[src/rtl/txr_pkg.sv]
package txr_pkg;

  typedef enum logic [3:0] {
    ST_OFF,
    ST_FETCH,
    ST_WAIT,
    ST_REQ,
    ST_DATA,
    ST_SEND,
    ST_WB,
    ST_REL,
    ST_HALT
  } txr_state_e;

  localparam int          OWN_BIT       = 31;
  localparam int          ERR_BIT       = 30;
  localparam logic [15:0] STS_UNDERFLOW = 16'h4000;
  localparam logic [1:0]  SEL_CTRL      = 2'd0;
  localparam logic [1:0]  SEL_LEN       = 2'd1;
  localparam logic [1:0]  SEL_STS       = 2'd2;

endpackage

[src/rtl/txr_desc_mem.sv]
module txr_desc_mem #(
  parameter int IDX_W = 4
) (
  input  logic             clk,
  input  logic             rst_n,
  input  logic             hw_en,
  input  logic [IDX_W-1:0] hw_idx,
  input  logic [1:0]       hw_sel,
  input  logic [31:0]      hw_data,
  input  logic [IDX_W-1:0] hr_idx,
  input  logic [1:0]       hr_sel,
  output logic [31:0]      hr_data,
  input  logic [IDX_W-1:0] e_idx,
  output logic [31:0]      e_ctrl,
  output logic [15:0]      e_len,
  input  logic             e_ctrl_we,
  input  logic [31:0]      e_ctrl_wd,
  input  logic             e_sts_we,
  input  logic [15:0]      e_sts_wd
);
  import txr_pkg::*;

  localparam int DEPTH = 1 << IDX_W;

  logic [31:0] ctrl_all [DEPTH];
  logic [15:0] len_all  [DEPTH];
  logic [15:0] sts_all  [DEPTH];

  for (genvar g = 0; g < DEPTH; g++) begin : gen_ent
    logic [31:0] ctrl_q, ctrl_n;
    logic [15:0] len_q, len_n, sts_q, sts_n;
    logic        host_hit, eng_ctrl_hit, eng_sts_hit, ent_we;

    always_comb begin
      host_hit     = hw_en && (hw_idx == IDX_W'(g));
      eng_ctrl_hit = e_ctrl_we && (e_idx == IDX_W'(g));
      eng_sts_hit  = e_sts_we && (e_idx == IDX_W'(g));
      ctrl_n = ctrl_q;
      len_n  = len_q;
      sts_n  = sts_q;
      if (host_hit) begin
        case (hw_sel)
          SEL_CTRL: ctrl_n = hw_data;
          SEL_LEN:  len_n  = hw_data[15:0];
          SEL_STS:  sts_n  = hw_data[15:0];
          default:  ;
        endcase
      end
      if (eng_ctrl_hit) ctrl_n = e_ctrl_wd;
      if (eng_sts_hit)  sts_n  = e_sts_wd;
      ent_we = host_hit || eng_ctrl_hit || eng_sts_hit;
    end

    always_ff @(posedge clk or negedge rst_n) begin
      if (!rst_n) begin
        ctrl_q <= '0;
        len_q  <= '0;
        sts_q  <= '0;
      end else if (ent_we) begin
        ctrl_q <= ctrl_n;
        len_q  <= len_n;
        sts_q  <= sts_n;
      end
    end

    assign ctrl_all[g] = ctrl_q;
    assign len_all[g]  = len_q;
    assign sts_all[g]  = sts_q;
  end

  always_comb begin
    case (hr_sel)
      SEL_CTRL: hr_data = ctrl_all[hr_idx];
      SEL_LEN:  hr_data = {16'h0000, len_all[hr_idx]};
      SEL_STS:  hr_data = {16'h0000, sts_all[hr_idx]};
      default:  hr_data = '0;
    endcase
  end

  assign e_ctrl = ctrl_all[e_idx];
  assign e_len  = len_all[e_idx];

  AST_RELEASE_AFTER_STATUS: assert property (@(posedge clk) disable iff (!rst_n)
    (e_ctrl_we && !e_ctrl_wd[OWN_BIT]) |-> $past(e_sts_we));

  AST_RELEASE_SAME_ENTRY: assert property (@(posedge clk) disable iff (!rst_n)
    (e_ctrl_we && !e_ctrl_wd[OWN_BIT]) |-> (e_idx == $past(e_idx)));

endmodule

[src/rtl/txr_poll_timer.sv]
module txr_poll_timer #(
  parameter int POLL_CYCLES = 64
) (
  input  logic clk,
  input  logic rst_n,
  input  logic run,
  output logic tick
);
  localparam int CNT_W = $clog2(POLL_CYCLES + 1);
  localparam logic [CNT_W-1:0] CNT_END = CNT_W'(POLL_CYCLES - 1);

  logic [CNT_W-1:0] cnt_q, cnt_n;
  logic             cnt_en;

  always_comb begin
    tick   = run && (cnt_q == CNT_END);
    cnt_en = run || (cnt_q != '0);
    if (!run || tick) cnt_n = '0;
    else              cnt_n = cnt_q + 1'b1;
  end

  always_ff @(posedge clk or negedge rst_n) begin
    if (!rst_n)      cnt_q <= '0;
    else if (cnt_en) cnt_q <= cnt_n;
  end

  AST_TICK_SPACED: assert property (@(posedge clk) disable iff (!rst_n)
    tick |=> !tick);

endmodule

[src/rtl/txr_seq.sv]
module txr_seq #(
  parameter int IDX_W = 4
) (
  input  logic             clk,
  input  logic             rst_n,
  input  logic             start,
  input  logic             stop,
  input  logic             poll_demand,
  input  logic             tick,
  input  logic [2:0]       ring_code,
  output logic             waiting,
  output logic [IDX_W-1:0] e_idx,
  input  logic [31:0]      e_ctrl,
  input  logic [15:0]      e_len,
  output logic             e_ctrl_we,
  output logic [31:0]      e_ctrl_wd,
  output logic             e_sts_we,
  output logic [15:0]      e_sts_wd,
  output logic             mem_rd_en,
  output logic [23:0]      mem_addr,
  input  logic [7:0]       mem_rd_data,
  input  logic             mem_rd_ok,
  output logic             tx_valid,
  output logic [7:0]       tx_data,
  output logic             tx_last,
  input  logic             tx_ready,
  output logic             tx_done
);
  import txr_pkg::*;

  localparam int CNT_W = 17;
  localparam logic [CNT_W-1:0] CNT_BASE = 17'h10000;

  txr_state_e       st_q, st_n;
  logic [IDX_W-1:0] idx_q, idx_n, mask_q, mask_n;
  logic [23:0]      addr_q, addr_n;
  logic [CNT_W-1:0] rem_q, rem_n;
  logic [7:0]       byte_q, byte_n;
  logic             last_q, last_n, err_q, err_n, done_q, done_n;

  function automatic logic [IDX_W-1:0] mask_of(input logic [2:0] code);
    int eff;
    eff = (int'(code) > IDX_W) ? IDX_W : int'(code);
    return IDX_W'((1 << eff) - 1);
  endfunction

  always_comb begin
    st_n   = st_q;
    idx_n  = idx_q;
    mask_n = mask_q;
    addr_n = addr_q;
    rem_n  = rem_q;
    byte_n = byte_q;
    last_n = last_q;
    err_n  = err_q;
    done_n = 1'b0;
    if (stop) begin
      st_n  = ST_OFF;
      idx_n = '0;
    end else if (start) begin
      st_n   = ST_FETCH;
      idx_n  = '0;
      mask_n = mask_of(ring_code);
      err_n  = 1'b0;
    end else begin
      case (st_q)
        ST_FETCH: begin
          if (e_ctrl[OWN_BIT]) begin
            addr_n = e_ctrl[23:0];
            rem_n  = CNT_BASE - {1'b0, e_len};
            err_n  = 1'b0;
            st_n   = ST_REQ;
          end else begin
            st_n = ST_WAIT;
          end
        end
        ST_WAIT: if (poll_demand || tick) st_n = ST_FETCH;
        ST_REQ:  st_n = ST_DATA;
        ST_DATA: begin
          if (mem_rd_ok) begin
            byte_n = mem_rd_data;
            last_n = (rem_q == CNT_W'(1));
            st_n   = ST_SEND;
          end else begin
            err_n = 1'b1;
            st_n  = ST_WB;
          end
        end
        ST_SEND: begin
          if (tx_ready) begin
            if (last_q) begin
              st_n = ST_WB;
            end else begin
              addr_n = addr_q + 1'b1;
              rem_n  = rem_q - 1'b1;
              st_n   = ST_REQ;
            end
          end
        end
        ST_WB:   st_n = ST_REL;
        ST_REL: begin
          done_n = 1'b1;
          if (err_q) begin
            st_n = ST_HALT;
          end else begin
            idx_n = (idx_q + 1'b1) & mask_q;
            st_n  = ST_FETCH;
          end
        end
        default: ;
      endcase
    end
  end

  always_ff @(posedge clk or negedge rst_n) begin
    if (!rst_n) begin
      st_q   <= ST_OFF;
      idx_q  <= '0;
      mask_q <= '0;
      addr_q <= '0;
      rem_q  <= '0;
      byte_q <= '0;
      last_q <= 1'b0;
      err_q  <= 1'b0;
      done_q <= 1'b0;
    end else begin
      st_q   <= st_n;
      idx_q  <= idx_n;
      mask_q <= mask_n;
      addr_q <= addr_n;
      rem_q  <= rem_n;
      byte_q <= byte_n;
      last_q <= last_n;
      err_q  <= err_n;
      done_q <= done_n;
    end
  end

  always_comb begin
    waiting   = (st_q == ST_WAIT);
    e_idx     = idx_q;
    mem_rd_en = (st_q == ST_REQ);
    mem_addr  = addr_q;
    tx_valid  = (st_q == ST_SEND);
    tx_data   = byte_q;
    tx_last   = (st_q == ST_SEND) && last_q;
    tx_done   = done_q;
    e_sts_we  = (st_q == ST_WB);
    e_sts_wd  = err_q ? STS_UNDERFLOW : 16'h0000;
    e_ctrl_we = (st_q == ST_WB) || (st_q == ST_REL);
    if (st_q == ST_WB) e_ctrl_wd = {1'b1, err_q, e_ctrl[29], 2'b00, e_ctrl[26:0]};
    else               e_ctrl_wd = {1'b0, e_ctrl[30:0]};
  end

  AST_FETCH_ONLY_OWNED: assert property (@(posedge clk) disable iff (!rst_n)
    (st_q == ST_REQ && $past(st_q) == ST_FETCH) |-> $past(e_ctrl[OWN_BIT]));

  AST_ONE_READ_IN_FLIGHT: assert property (@(posedge clk) disable iff (!rst_n)
    mem_rd_en |=> !mem_rd_en);

  AST_STREAM_HOLD: assert property (@(posedge clk) disable iff (!rst_n)
    (tx_valid && !tx_ready && !stop && !start) |=> (tx_valid && $stable(tx_data) && $stable(tx_last)));

  AST_DONE_PULSE: assert property (@(posedge clk) disable iff (!rst_n)
    tx_done |=> !tx_done);

  AST_IDX_IN_RING: assert property (@(posedge clk) disable iff (!rst_n)
    (idx_q & ~mask_q) == '0);

  AST_UNDERFLOW_WRITEBACK: assert property (@(posedge clk) disable iff (!rst_n)
    (st_q == ST_DATA && !mem_rd_ok && !stop && !start) |=> (e_sts_we && e_sts_wd == STS_UNDERFLOW));

endmodule

[src/rtl/txr_engine.sv]
module txr_engine #(
  parameter int MAX_LOG     = 4,
  parameter int POLL_CYCLES = 64
) (
  input  logic               clk,
  input  logic               rst_n,
  input  logic               start,
  input  logic               stop,
  input  logic               poll_demand,
  input  logic [2:0]         ring_code,
  input  logic               hw_en,
  input  logic [MAX_LOG-1:0] hw_idx,
  input  logic [1:0]         hw_sel,
  input  logic [31:0]        hw_data,
  input  logic [MAX_LOG-1:0] hr_idx,
  input  logic [1:0]         hr_sel,
  output logic [31:0]        hr_data,
  output logic               mem_rd_en,
  output logic [23:0]        mem_addr,
  input  logic [7:0]         mem_rd_data,
  input  logic               mem_rd_ok,
  output logic               tx_valid,
  output logic [7:0]         tx_data,
  output logic               tx_last,
  input  logic               tx_ready,
  output logic               tx_done
);

  logic [MAX_LOG-1:0] e_idx;
  logic [31:0]        e_ctrl, e_ctrl_wd;
  logic [15:0]        e_len, e_sts_wd;
  logic               e_ctrl_we, e_sts_we;
  logic               waiting, tick;

  txr_desc_mem #(.IDX_W(MAX_LOG)) u_mem (
    .clk       (clk),
    .rst_n     (rst_n),
    .hw_en     (hw_en),
    .hw_idx    (hw_idx),
    .hw_sel    (hw_sel),
    .hw_data   (hw_data),
    .hr_idx    (hr_idx),
    .hr_sel    (hr_sel),
    .hr_data   (hr_data),
    .e_idx     (e_idx),
    .e_ctrl    (e_ctrl),
    .e_len     (e_len),
    .e_ctrl_we (e_ctrl_we),
    .e_ctrl_wd (e_ctrl_wd),
    .e_sts_we  (e_sts_we),
    .e_sts_wd  (e_sts_wd)
  );

  txr_poll_timer #(.POLL_CYCLES(POLL_CYCLES)) u_timer (
    .clk   (clk),
    .rst_n (rst_n),
    .run   (waiting),
    .tick  (tick)
  );

  txr_seq #(.IDX_W(MAX_LOG)) u_seq (
    .clk         (clk),
    .rst_n       (rst_n),
    .start       (start),
    .stop        (stop),
    .poll_demand (poll_demand),
    .tick        (tick),
    .ring_code   (ring_code),
    .waiting     (waiting),
    .e_idx       (e_idx),
    .e_ctrl      (e_ctrl),
    .e_len       (e_len),
    .e_ctrl_we   (e_ctrl_we),
    .e_ctrl_wd   (e_ctrl_wd),
    .e_sts_we    (e_sts_we),
    .e_sts_wd    (e_sts_wd),
    .mem_rd_en   (mem_rd_en),
    .mem_addr    (mem_addr),
    .mem_rd_data (mem_rd_data),
    .mem_rd_ok   (mem_rd_ok),
    .tx_valid    (tx_valid),
    .tx_data     (tx_data),
    .tx_last     (tx_last),
    .tx_ready    (tx_ready),
    .tx_done     (tx_done)
  );

endmodule

[config.mk]
export PLATFORM = sky130hd
export DESIGN_NAME = txr_engine
export DESIGN_NICKNAME = d
export VERILOG_FILES = /design/src/rtl/txr_pkg.sv /design/src/rtl/txr_desc_mem.sv /design/src/rtl/txr_poll_timer.sv /design/src/rtl/txr_seq.sv /design/src/rtl/txr_engine.sv
export SDC_FILE = /design/constraint.sdc
export NUM_CORES = 2
export LEC_CHECK = 0
export BUFFER_PORTS_ARGS = -buffer_cell sky130_fd_sc_hd__buf_2
export CAP_MARGIN = 5
export CELL_PAD_IN_SITES_DETAIL_PLACEMENT = 0
export CELL_PAD_IN_SITES_GLOBAL_PLACEMENT = 2
export CORE_UTILIZATION = 40
export DETAILED_ROUTE_END_ITERATION = 8
export PLACE_DENSITY_LB_ADDON = 0.1
export SYNTH_ARGS = -nofsm -noshare
export SYNTH_HDL_FRONTEND = slang
export SYNTH_SLANG_ARGS = --single-unit
[constraint.sdc]
create_clock -name clk -period 3.8 [get_ports clk]
set_input_delay 0.76 -clock clk [delete_from_list [all_inputs] [get_ports clk]]
set_output_delay 0.76 -clock clk [all_outputs]
set_load 0.005 [all_outputs]
==> flow_summary.toml <==
[sta]
rsz0062_at_grt = "yes"
final.period_utilization = 0.9897
fin_setup_tns_ns = 0
setup_viol = 0
tightestPinTransition_ns = 1.162
maxSlewViolCount = 0
fin_hold_ws_ns = 0.2236
min_period_ns = 3.761
slew_headroom = 0.2256
skew_ns = 0.03046
max_freq_ghz = 0.2659
hold_viol_final = 0

[critical_path]
crit_path_cell_trace = "buf_16, buf_12, mux4_2, mux4_2, mux2i_2, buf_6, o22ai_2, buf_2"
crit_required_ns = 3.04
cpMostUsedCell = "mux4_2"
cpPeakStageDelay_ns = 0.60
end_kind = "primary output"
crit_type = "in -> out"
crit_slowest_cell = "mux4_2"
cp-start-kind = "primary input"
reg2reg_depth = 9
cp_max_fo = 14
worstPathArrival_ns = 3.00

[power]
power_density_nw_per_um2 = 484.1
irDropWorstVdd_mv = 0.4148
p_leak_uw = 0.02812

[synth]
yosysTopAreaCell = "dfrtp_1"
synth_enable_flop_cells = 0
ys_async_sr_fraction = 1.000
synth_area_um2 = 61430
ys_top_cells_by_count = "dfrtp_1 (1095), a21oi_1 (761), nand2_1 (634)"
yosys_warnings = 0
synth.area.top_cells = "dfrtp_1 (45%), mux4_2 (20%), mux2i_1 (8.1%), a21oi_1 (6.2%), mux2_2 (5.7%)"
synth_cells = 5378
syn_area_per_cell_um2 = 11.42
yosysMostFrequentCell = "dfrtp_1"
synth_top_area_share = 0.4460
ys_ff_latch = 1095
ys_seq_area_frac = 0.4460
synth_cell_types = 66
ys.flop_type = "dfrtp_1"
synthesis.nets = 5451

[job]
maxCapViolCount = 0

[drt]
remaining_drc_errors = 0
final_antenna_net_count = 0
first_pass_iters = 6
routed_wl_mm = 230.7
viasPerCell = 6.055
routedWlPerCell_um = 30.52
drt_iter0_drc = 4148
via_count = 45760

[placement]
dpl.hpwl_mm = 146.7
portBuffers = 130
placed_cell_area_um2 = 65940
gp_congestion = 0.8500

[clock_network]
h-tree-depth = 4
cts_buffers = 138
clk_latency_ns = 0.78
clk_pin_slew_ns = 0.05
cts-root-buf = "clkbuf_16"
cts_sinks = 1095
cts_tree = "yes"
clockBufferDepth = 3

[floorplan]
pin_count = 131
start_util = 0.4035
rows = 143
fp.dieW_um = 393.9
die_h_um = 393.9
dieArea_um2 = 155100
coreArea_um2 = 152300

[global_route]
antenna_found_initial = 12
grt_max_degree = 119
grtUsageTotal = 0.2981
grt_pass1_vias = 45370
grt_overflow = 0
grt_pass1_wl_mm = 338.1

[finish]
drive_above_1_share = 0.2856
final_nets = 5488
area_growth_pct = 15.14
fin_area_um2 = 70730
final.fill_count = 13870

[min_path]
hold_path.class = "in -> reg"
hold_path_depth = 2

[run_status]
status = "finished, final reports clean"
[power breakdown]
part	switching, µW	internal (µW)	leakage (µW)
Sequential	1430	13300	0.0127
Clock	5500	8280	0.00231
Combinational	2790	2940	0.0131
[stage by stage]
| step | worst slack [ns] | utilization | total power [µW] | instances |
|---|---|---|---|---|
| global route | -0.02275 | 0.4645 | 35660 | 7556 |
| CTS | 0.003078 | 0.4643 | 34480 | 7555 |
| global placement | -0.09761 | 0.4330 | 20530 | 7303 |
| floorplan | 0.002722 | - | 18250 | 5378 |
| detailed placement | -0.08598 | 0.4330 | 20620 | 7303 |
| finish | 0.03919 | 0.4646 | 34250 | 7557 |
[cells in the final DEF (no fill, tap or decap), drive strengths merged, types with 4 or more instances in the layout]
master,instances
clkbuf,203
nor2b,24
dfrtp,1095
clkinv,25
nor4,11
nor2,573
and3,13
or2,6
nor3,26
o21ai,99
mux2,312
nand4,9
ha,10
o22ai,24
or4,6
a31oi,8
a21o,14
clkinvlp,4
a22oi,29
nand2b,9
mux2i,499
mux4,547
nand3,46
or3,4
nand3b,7
inv,36
a21oi,761
bufinv,12
and2,6
nor3b,4
nand2,635
buf,417
xnor2,11
[kinds of logic (layout without fill, tap and decap cells)]
kind of cell / after synthesis / count (layout) / share of synthesized area
simple gates: 1389 / 1389 / 0.09288
mux: 1358 / 1358 / 0.3390
flops: 1095 / 1095 / 0.4460
compound gates: 962 / 962 / 0.08245
buf+inv: 551 / 698 / 0.03570
xor+xnor: 13 / 13 / 0.001853
fa+ha+maj: 10 / 10 / 0.002037
other cells: 0 / 2 / 0
[layer usage]
layer,global-route usage,share of wire
met1,0.4384,0.45
met2,0.4538,0.46
met3,0.04840,0.065
met4,0.08553,0.028
met5,0,0.00017
[worst max-delay path, delay by kind of cell]
| kind | cells | cell delay [ns] |
|---|---|---|
| AOI/OAI and AO/OA | 1 | 0.13 |
| buffers and inverters | 4 | 0.72 |
| muxes | 3 | 1.34 |
[state kept, by name, summed over array words and instances, names as in the netlist]
| signal | flops |
|---|---|
| u_mem.gen_ent.ctrl_q | 512 |
| u_mem.gen_ent.len_q | 256 |
| u_mem.gen_ent.sts_q | 256 |
| u_seq.e_idx | 4 |
| u_seq.err_q | 1 |
| u_seq.last_q | 1 |
| u_seq.mask_q | 4 |
| u_seq.mem_addr | 24 |
| u_seq.rem_q | 17 |
| u_seq.st_q | 4 |
| u_seq.tx_data | 8 |
| u_seq.tx_done | 1 |
| u_timer.cnt_q | 7 |
[final timing paths]
path / startpoint / endpoint / slack (ns)
max: hr_idx[0] / hr_data[4] / 0.04
min: mem_rd_data[6] / u_seq.tx_data[6] / 0.22
min in group asynchronous: rst_n / u_seq.mem_addr[22] / 0.59
max reg2reg: u_seq.e_idx[1] / u_seq.rem_q[15] / 0.37
min reg2reg: u_seq.tx_data[7] / u_seq.tx_data[7] / 0.50
max in group asynchronous: rst_n / u_seq.e_idx[0] / 2.00
[layout make-up]
type,count,area (µm²),area share
multi-input combinational,3732,32170,0.4549
sequential,1095,27420,0.3876
clock buffer,203,4094,0.05788
timing repair buffer,418,3797,0.05369
tap,2030,2540,0.03591
clock inverter,47,594.3,0.008402
inverter,30,112.6,0.001592
antenna,2,5.005,0.00007076
[what timing repair did]
action,in CTS,in global routing
pin swaps,0,1
setup buffers,0,0
cloned,1,0
endpoints found under the hold margin,2,0
gates resized for setup,5,8
endpoints found under the setup margin,13,9
hold buffers,1,0
Power figures use the tool's default switching activity.
